### config.mk
export PLATFORM = sky130hd
export DESIGN_NAME = zero_pinned_rename
export DESIGN_NICKNAME = d
export VERILOG_FILES = /design/src/rtl/zrm_pkg.sv /design/src/rtl/zrm_zero_walker.sv /design/src/rtl/zrm_phys_file.sv /design/src/rtl/zrm_free_ring.sv /design/src/rtl/zero_pinned_rename.sv
export SDC_FILE = /design/constraint.sdc
export NUM_CORES = 2
export LEC_CHECK = 0
export BUFFER_PORTS_ARGS = -buffer_cell sky130_fd_sc_hd__buf_4
export CAP_MARGIN = 10
export CORE_ASPECT_RATIO = 1.4
export CORE_UTILIZATION = 57
export CTS_BUF_LIST = sky130_fd_sc_hd__clkbuf_2
export CTS_CLUSTER_DIAMETER = 40
export DETAILED_ROUTE_END_ITERATION = 8
export HOLD_SLACK_MARGIN = 0.08
export PLACE_DENSITY = 0.75
export RECOVER_POWER = 100
export SLEW_MARGIN = 20
export SYNTH_ARGS = -nofsm -noshare
export SYNTH_HDL_FRONTEND = slang
export SYNTH_SLANG_ARGS = --single-unit
### constraint.sdc
create_clock -name clk -period 7.5 [get_ports clk]
set_clock_uncertainty 0.15 [all_clocks]
set_input_delay 0 -clock clk [delete_from_list [all_inputs] [get_ports clk]]
set_output_delay 0 -clock clk [all_outputs]
set_load 0.01 [all_outputs]
### src/rtl/zrm_pkg.sv
package zrm_pkg;
   typedef enum logic [0:0] {
      WALK_CLEAR = 1'b0,
      WALK_IDLE  = 1'b1
   } walk_state_t;

   function automatic int unsigned ring_next(input int unsigned ptr, input int unsigned depth);
      return (ptr == depth - 1) ? 0 : ptr + 1;
   endfunction
endpackage

### src/rtl/zrm_zero_walker.sv
module zrm_zero_walker #(
   parameter int NUM_PHYS = 64,
   localparam int TAG_W = $clog2(NUM_PHYS)
) (
   input  logic             clk,
   input  logic             rst_n,
   output logic             clr_we,
   output logic [TAG_W-1:0] clr_idx,
   output logic             done
);
   import zrm_pkg::*;

   localparam logic [TAG_W-1:0] LAST_IDX = TAG_W'(NUM_PHYS - 1);

   walk_state_t      state_q;
   logic [TAG_W-1:0] idx_q;

   always_ff @(posedge clk or negedge rst_n) begin
      if (!rst_n) begin
         state_q <= WALK_CLEAR;
         idx_q   <= '0;
      end else if (state_q == WALK_CLEAR) begin
         if (idx_q == LAST_IDX) state_q <= WALK_IDLE;
         else                   idx_q   <= idx_q + 1'b1;
      end
   end

   assign clr_we  = (state_q == WALK_CLEAR);
   assign clr_idx = idx_q;
   assign done    = (state_q == WALK_IDLE);

   // once finished, the walk never restarts without reset
   a_r1_done_sticks: assert property (@(posedge clk) disable iff (!rst_n) done |=> done);
endmodule

### src/rtl/zrm_phys_file.sv
module zrm_phys_file #(
   parameter int NUM_PHYS = 64,
   parameter int DATA_W   = 32,
   localparam int TAG_W = $clog2(NUM_PHYS)
) (
   input  logic              clk,
   input  logic              rst_n,
   input  logic              clr_we,
   input  logic [TAG_W-1:0]  clr_idx,
   input  logic              clear_done,
   input  logic              wb_valid,
   input  logic [TAG_W-1:0]  wb_tag,
   input  logic [DATA_W-1:0] wb_data,
   input  logic [TAG_W-1:0]  rd_tag,
   output logic [DATA_W-1:0] rd_data
);
   logic [DATA_W-1:0] mem [NUM_PHYS];
   logic              wr_en;
   logic [TAG_W-1:0]  wr_idx;
   logic [DATA_W-1:0] wr_val;

   // Entry 0 is pinned: ordinary writebacks never land there.
   always_comb begin
      if (clr_we) begin
         wr_en  = 1'b1;
         wr_idx = clr_idx;
         wr_val = '0;
      end else begin
         wr_en  = clear_done && wb_valid && (wb_tag != '0);
         wr_idx = wb_tag;
         wr_val = wb_data;
      end
   end

   always_ff @(posedge clk) begin
      if (wr_en) mem[wr_idx] <= wr_val;
   end

   assign rd_data = mem[rd_tag];

   // the pinned entry reads zero at all times after the walk
   a_r6_pinned_reads_zero: assert property (@(posedge clk) disable iff (!rst_n)
      (clear_done && rd_tag == '0) |-> rd_data == '0);
endmodule

### src/rtl/zrm_free_ring.sv
module zrm_free_ring #(
   parameter int NUM_LOGICAL = 32,
   parameter int NUM_PHYS    = 64,
   localparam int TAG_W   = $clog2(NUM_PHYS),
   localparam int DEPTH   = NUM_PHYS - NUM_LOGICAL,
   localparam int PTR_W   = (DEPTH > 1) ? $clog2(DEPTH) : 1,
   localparam int CNT_W   = $clog2(DEPTH + 1)
) (
   input  logic             clk,
   input  logic             rst_n,
   input  logic             pop,
   output logic [TAG_W-1:0] head,
   input  logic             push,
   input  logic [TAG_W-1:0] push_tag,
   output logic             empty,
   output logic             full
);
   import zrm_pkg::*;

   localparam logic [CNT_W-1:0] CNT_FULL = CNT_W'(DEPTH);

   logic [TAG_W-1:0] slot_q [DEPTH];
   logic [PTR_W-1:0] rd_ptr_q, wr_ptr_q;
   logic [CNT_W-1:0] cnt_q;

   always_ff @(posedge clk or negedge rst_n) begin
      if (!rst_n) begin
         for (int i = 0; i < DEPTH; i++) slot_q[i] <= TAG_W'(NUM_LOGICAL + i);
         rd_ptr_q <= '0;
         wr_ptr_q <= '0;
         cnt_q    <= CNT_FULL;
      end else begin
         if (push) begin
            slot_q[wr_ptr_q] <= push_tag;
            wr_ptr_q <= PTR_W'(ring_next(int'(wr_ptr_q), DEPTH));
         end
         if (pop) rd_ptr_q <= PTR_W'(ring_next(int'(rd_ptr_q), DEPTH));
         if (push && !pop)      cnt_q <= cnt_q + 1'b1;
         else if (pop && !push) cnt_q <= cnt_q - 1'b1;
      end
   end

   assign head  = slot_q[rd_ptr_q];
   assign empty = (cnt_q == '0);
   assign full  = (cnt_q == CNT_FULL);

   // allocation never draws from an empty list
   a_r8_no_pop_empty: assert property (@(posedge clk) disable iff (!rst_n) pop |-> !empty);
   // the pinned tag never re-enters the list
   a_r7_no_zero_push: assert property (@(posedge clk) disable iff (!rst_n) push |-> push_tag != '0);
   // releases never exceed the spare capacity
   a_r7_no_push_full: assert property (@(posedge clk) disable iff (!rst_n) (push && !pop) |-> !full);
endmodule

### src/rtl/zero_pinned_rename.sv
module zero_pinned_rename #(
   parameter int NUM_LOGICAL = 32,
   parameter int NUM_PHYS    = 64,
   parameter int DATA_W      = 32,
   localparam int LREG_W = $clog2(NUM_LOGICAL),
   localparam int TAG_W  = $clog2(NUM_PHYS)
) (
   input  logic              clk,
   input  logic              rst_n,
   output logic              ready,
   input  logic              ren_valid,
   input  logic [LREG_W-1:0] ren_src_a,
   input  logic [LREG_W-1:0] ren_src_b,
   input  logic [LREG_W-1:0] ren_dst,
   input  logic              ren_wr,
   output logic              ren_grant,
   output logic [TAG_W-1:0]  ren_tag_a,
   output logic [TAG_W-1:0]  ren_tag_b,
   output logic [TAG_W-1:0]  ren_tag_dst,
   output logic [TAG_W-1:0]  ren_tag_old,
   output logic              ren_dst_we,
   input  logic              rel_valid,
   input  logic [TAG_W-1:0]  rel_tag,
   input  logic              wb_valid,
   input  logic [TAG_W-1:0]  wb_tag,
   input  logic [DATA_W-1:0] wb_data,
   input  logic [TAG_W-1:0]  rd_tag,
   output logic [DATA_W-1:0] rd_data,
   output logic              free_empty,
   output logic              free_full
);
   if (NUM_LOGICAL < 2 || (1 << LREG_W) != NUM_LOGICAL) begin : g_bad_logical
      $error("NUM_LOGICAL must be a power of two of at least 2");
   end
   if (NUM_PHYS <= NUM_LOGICAL) begin : g_bad_phys
      $error("NUM_PHYS must exceed NUM_LOGICAL");
   end

   logic [TAG_W-1:0] map_q [NUM_LOGICAL];
   logic             clr_we;
   logic [TAG_W-1:0] clr_idx;
   logic             dst_live;
   logic             alloc;
   logic             release_ok;
   logic [TAG_W-1:0] fl_head;

   zrm_zero_walker #(.NUM_PHYS(NUM_PHYS)) u_walker (
      .clk(clk), .rst_n(rst_n), .clr_we(clr_we), .clr_idx(clr_idx), .done(ready)
   );

   zrm_phys_file #(.NUM_PHYS(NUM_PHYS), .DATA_W(DATA_W)) u_file (
      .clk(clk), .rst_n(rst_n), .clr_we(clr_we), .clr_idx(clr_idx), .clear_done(ready),
      .wb_valid(wb_valid), .wb_tag(wb_tag), .wb_data(wb_data),
      .rd_tag(rd_tag), .rd_data(rd_data)
   );

   zrm_free_ring #(.NUM_LOGICAL(NUM_LOGICAL), .NUM_PHYS(NUM_PHYS)) u_ring (
      .clk(clk), .rst_n(rst_n), .pop(alloc), .head(fl_head),
      .push(release_ok), .push_tag(rel_tag), .empty(free_empty), .full(free_full)
   );

   // Decode-side clear of the write flag for destination 0
   assign dst_live    = ren_wr && (ren_dst != '0);
   assign ren_grant   = ready && ren_valid && (!dst_live || !free_empty);
   assign alloc       = ren_grant && dst_live;
   assign release_ok  = rel_valid && (rel_tag != '0);

   assign ren_tag_a   = map_q[ren_src_a];
   assign ren_tag_b   = map_q[ren_src_b];
   assign ren_tag_old = map_q[ren_dst];
   assign ren_tag_dst = dst_live ? fl_head : map_q[ren_dst];
   assign ren_dst_we  = dst_live;

   always_ff @(posedge clk or negedge rst_n) begin
      if (!rst_n) begin
         for (int i = 0; i < NUM_LOGICAL; i++) map_q[i] <= TAG_W'(i);
      end else if (alloc) begin
         map_q[ren_dst] <= fl_head;
      end
   end

   // nothing is granted before the clearing walk ends
   a_r2_hold_off: assert property (@(posedge clk) disable iff (!rst_n) !ready |-> !ren_grant);
   // destination 0 never carries a write flag or a live tag
   a_r4_zero_dst: assert property (@(posedge clk) disable iff (!rst_n)
      (ren_dst == '0) |-> (!ren_dst_we && ren_tag_dst == '0 && ren_tag_old == '0));
   // source index 0 always resolves to the pinned entry
   a_r6_src_pinned: assert property (@(posedge clk) disable iff (!rst_n)
      (ren_src_a == '0) |-> ren_tag_a == '0);
   // a granted write gets a tag other than the pinned one
   a_r5_fresh_tag: assert property (@(posedge clk) disable iff (!rst_n)
      (ren_grant && ren_dst_we) |-> ren_tag_dst != '0);
endmodule

==> metrics <==
type of element launching the critical path flop; Register-to-Register Path Depth 8; core outline area approximately 180000 µm²; count of cell types in the netlist 65; Chip Width 358 µm; per-instance average area after synthesis ~20 µm²; primary flip-flop cell chosen by synthesis mapping sky130_fd_sc_hd__edfxtp_1; CP cell instances mux2_2 > nor2_1 > dlygate4sd3_1 > nand3_1 > dlygate4sd3_1 > dlygate4sd3_1 > nor2_1 > clkbuf_1; Port Buffer Count 131; Initial Util 0.575; Hold Path Class input pin to flop; DIE AREA 179000 µm²; number of nets at the end of the flow 5732; maximum fanout along the worst path 40; violation count after the first detailed-route iteration 6200; Hold Buf Count CTS between 200 and 250; routed vias between 50000 and 60000; Die H between 500 and 600 µm; cell repeated most along the worst path sky130_fd_sc_hd__dlygate4sd3_1; cell at the slowest stage of the critical path sky130_fd_sc_hd__clkbuf_1; residual overflow from global routing 0; deepest level of the CTS H-tree 6; clock slew seen by the registers of the worst setup and hold paths approximately 0.11 ns; startpoint of the lowest-slack register-to-register path u_walker.done; stage delay of the slowest cell on the critical path 1.32 ns; number of max-capacitance violations reported 92; global-route usage over all layers 0.292; maximum VDD drop 0.184 mV; share of cells above drive strength 1 0.396; normalized max-slew margin -2.09; critical path required time between 8 and 9 ns; number of cells produced by synthesis 4910; pwr/cell area approximately 230 nW/µm²; Hold Crit Depth 6; number of nets with antenna violations after detailed routing 0; first-pass iteration count of the detailed router 9; largest net degree at the start of global routing ~170; first-pass GRT wire length about 370 mm; clock root buffer sky130_fd_sc_hd__clkbuf_2; Via-to-Cell Ratio 6.48; number of global-route vias before repair 55994; GR Layer Usage met3 0.0637; violations in the final reports DRC, capacitance limit, slew limit; GR Util met1 0.381; antenna violations before repair 10; total negative slack 0 ns; max-slew violation count about 3600; Crit Path Category flop to flop; post-detailed-route DRC marker count 3; post-route minimum period 6.59 ns; area added between synthesis and finish 10.4%; cell area after synthesis 101000 µm²; IO Count about 130; met2 track demand over resource in global routing 0.469; hold-critical path endpoint u_file.mem[5][11]; beginning of the worst hold path wb_tag[5]; flops & latches, synth between 2000 and 2500; synthesized net count 4995; transition at the pin with the smallest max-transition slack approximately 4.6 ns; clk sink count between 2000 and 2500; setup repair after global routing missed its margin false; maximum clock frequency about 150 MHz; total half-perimeter wirelength after legalization and detailed placement 149 mm; final instance area 112000 µm²; Arrival @ worst endpoint approximately 7.8 ns; proportion of register bits with asynchronous set or reset after synthesis 0.166; leakage dissipation approximately 33 nW; worst reg-to-reg setup slack between 0.9 and 1 ns; post-cts repair resize count 0; number of rows created at floorplan between 150 and 200; total of warnings raised by yosys 0; wire length per cell between 30 and 40 µm; Hold Vio Cnt, Final 0; FF-to-FF End u_file.mem[36][21]; # setup viols final 0; Setup Fix Bufs, Post-CTS 0; Top Usage Layer GRT met2; result of the run finished, violations left; share of synthesized area occupied by flip-flops and latches 0.712; clock insertion delay at the later pin of the skew report between 1.5 and 2 ns; Placed Instance Area 106000 µm²; GPL Wtd Cong between 0.9 and 1; Total Wirelength approximately 260 mm; CTS tree yes; largest buffer count on any clock path 4; portion of the clock cycle consumed by the worst path in the final layout 0.879; CTS Buf Count 573; number of enable flip-flop cells after synthesis ~2000; Critical Path End Type flop
-- state kept, by name, summed over array words and instances, names as in the netlist --
register / flops
u_file.mem: 2048
u_ring.wr_ptr_q: 5
u_ring.slot_q: 192
u_walker.done: 1
u_walker.clr_idx: 6
u_ring.rd_ptr_q: 5
map_q: 192
u_ring.cnt_q: 6
-- kinds of logic after synthesis --
family	count (synthesis)	synth area share
flip-flops	2455	0.712
XOR/XNOR	9	0.000780
AND/OR/NAND/NOR	462	0.0242
adder cells (fa/ha/maj)	14	0.00181
buffers and inverters	316	0.0138
AO/OA/AOI/OAI	243	0.0159
multiplexers	1411	0.232
-- cells in the final DEF (no fill, tap or decap), types with 69 or more instances in the layout --
master,netlist,final
sky130_fd_sc_hd__edfxtp_1,2048,2048
sky130_fd_sc_hd__clkbuf_2,0,859
sky130_fd_sc_hd__mux4_2,699,699
sky130_fd_sc_hd__mux2_2,431,421
sky130_fd_sc_hd__mux2i_1,281,281
sky130_fd_sc_hd__dfrtp_1,214,213
sky130_fd_sc_hd__dlygate4sd3_1,0,198
sky130_fd_sc_hd__dfstp_2,193,193
sky130_fd_sc_hd__clkbuf_1,152,147
sky130_fd_sc_hd__nand2_1,129,129
sky130_fd_sc_hd__buf_4,9,98
sky130_fd_sc_hd__o22ai_1,95,95
sky130_fd_sc_hd__clkinv_1,0,95
sky130_fd_sc_hd__nor2_1,108,84
sky130_fd_sc_hd__nand3_1,65,69
-- critical path: cells and delay by family, from the launching register on --
| family | cells | cell delay, ns |
|---|---|---|
| buf+inv | 4 | 3.18 |
| flops | 1 | 1.24 |
| simple gates | 3 | 1.05 |
| mux | 1 | 0.44 |
-- power by group --
| part | switching (mW) | internal (mW) | leakage [nW] |
|---|---|---|---|
| registers | 0.264 | 15.2 | 19.1 |
| logic | 0.982 | 0.926 | 10.2 |
| clock network | 5.07 | 3.39 | 3.97 |
-- synth_stat cells, types with 4 or more instances --
cell type / n / area, µm²
sky130_fd_sc_hd__edfxtp_1: 2048 / 61500
sky130_fd_sc_hd__mux4_2: 699 / 15700
sky130_fd_sc_hd__mux2_2: 431 / 4850
sky130_fd_sc_hd__mux2i_1: 281 / 2810
sky130_fd_sc_hd__dfrtp_1: 214 / 5360
sky130_fd_sc_hd__dfstp_2: 193 / 5070
sky130_fd_sc_hd__clkbuf_1: 152 / 571
sky130_fd_sc_hd__nand2_1: 129 / 484
sky130_fd_sc_hd__nor2_1: 108 / 405
sky130_fd_sc_hd__buf_2: 100 / 500
sky130_fd_sc_hd__o22ai_1: 95 / 594
sky130_fd_sc_hd__nand3_1: 65 / 325
sky130_fd_sc_hd__buf_1: 41 / 154
sky130_fd_sc_hd__a21oi_1: 35 / 175
sky130_fd_sc_hd__and2_1: 35 / 219
sky130_fd_sc_hd__a22oi_1: 26 / 195
sky130_fd_sc_hd__o211ai_1: 23 / 173
sky130_fd_sc_hd__nor4_1: 15 / 93.8
sky130_fd_sc_hd__o21ai_0: 15 / 75.1
sky130_fd_sc_hd__nand2b_1: 14 / 87.6
sky130_fd_sc_hd__nor2b_1: 14 / 87.6
sky130_fd_sc_hd__ha_1: 13 / 163
sky130_fd_sc_hd__a31oi_1: 11 / 68.8
sky130_fd_sc_hd__nor3_1: 11 / 55.1
sky130_fd_sc_hd__nand4_1: 10 / 62.6
sky130_fd_sc_hd__buf_4: 9 / 67.6
sky130_fd_sc_hd__inv_1: 8 / 30.0
sky130_fd_sc_hd__nand4bb_1: 7 / 78.8
sky130_fd_sc_hd__buf_6: 6 / 67.6
sky130_fd_sc_hd__nor4_4: 6 / 128
sky130_fd_sc_hd__or4b_2: 6 / 60.1
sky130_fd_sc_hd__xnor2_1: 6 / 52.6
sky130_fd_sc_hd__a21o_1: 5 / 37.5
sky130_fd_sc_hd__and3_1: 5 / 31.3
sky130_fd_sc_hd__nand3b_1: 5 / 37.5
sky130_fd_sc_hd__a211o_1: 4 / 35.0
sky130_fd_sc_hd__nand3_2: 4 / 40.0
sky130_fd_sc_hd__nand4b_1: 4 / 35.0
sky130_fd_sc_hd__nor3b_1: 4 / 30.0
sky130_fd_sc_hd__or4_1: 4 / 30.0
-- routing by layer --
layer / vias up / part of all wire
met3: 619 / 0.092
met4: 4 / 0.049
met5: - / 0.00024
met2: 3144 / 0.50
li1: 22204 / -
met1: 28294 / 0.36
-- cell type report --
cell class | instances | area (µm²)
Sequential cell | 2455 | 71900
Fill cell | 12165 | 64300
Multi-Input combinational cell | 2139 | 27800
Clock buffer | 859 | 4300
Timing Repair Buffer | 470 | 3770
Tap cell | 2300 | 2880
Clock inverter | 129 | 785
Antenna cell | 14 | 35.0
Inverter | 8 | 30.0
-- worst max path at each step --
stage	start	end	slack, ns	depth (start not counted)
3_3_place_gp	u_ring.rd_ptr_q[0]	ren_tag_dst[3]	3.38	7
6_report	u_walker.done	u_file.mem[36][21]	0.91	8
5_1_grt	u_ring.rd_ptr_q[0]	ren_tag_dst[3]	0.65	7
2_1_floorplan	u_ring.cnt_q[0]	u_ring.cnt_q[5]	4.02	13
4_1_cts	u_ring.rd_ptr_q[0]	ren_tag_dst[3]	1.32	7
3_5_place_dp	u_ring.rd_ptr_q[0]	ren_tag_dst[3]	3.37	7
-- metrics by stage --
stage	hold slack [ns]	utilization	std cells	setup slack, ns	power, mW
2_1_floorplan	-0.446	-	4910	4.02	17.0
3_3_place_gp	-0.116	0.597	7122	3.38	17.5
3_5_place_dp	-0.107	0.601	7151	3.37	17.6
4_1_cts	0.0910	0.643	8349	1.32	26.0
5_1_grt	0.120	0.634	8368	0.655	26.8
6_report	0.279	0.634	8374	0.906	25.8
No activity file was read; power rests on OpenSTA's default activity.
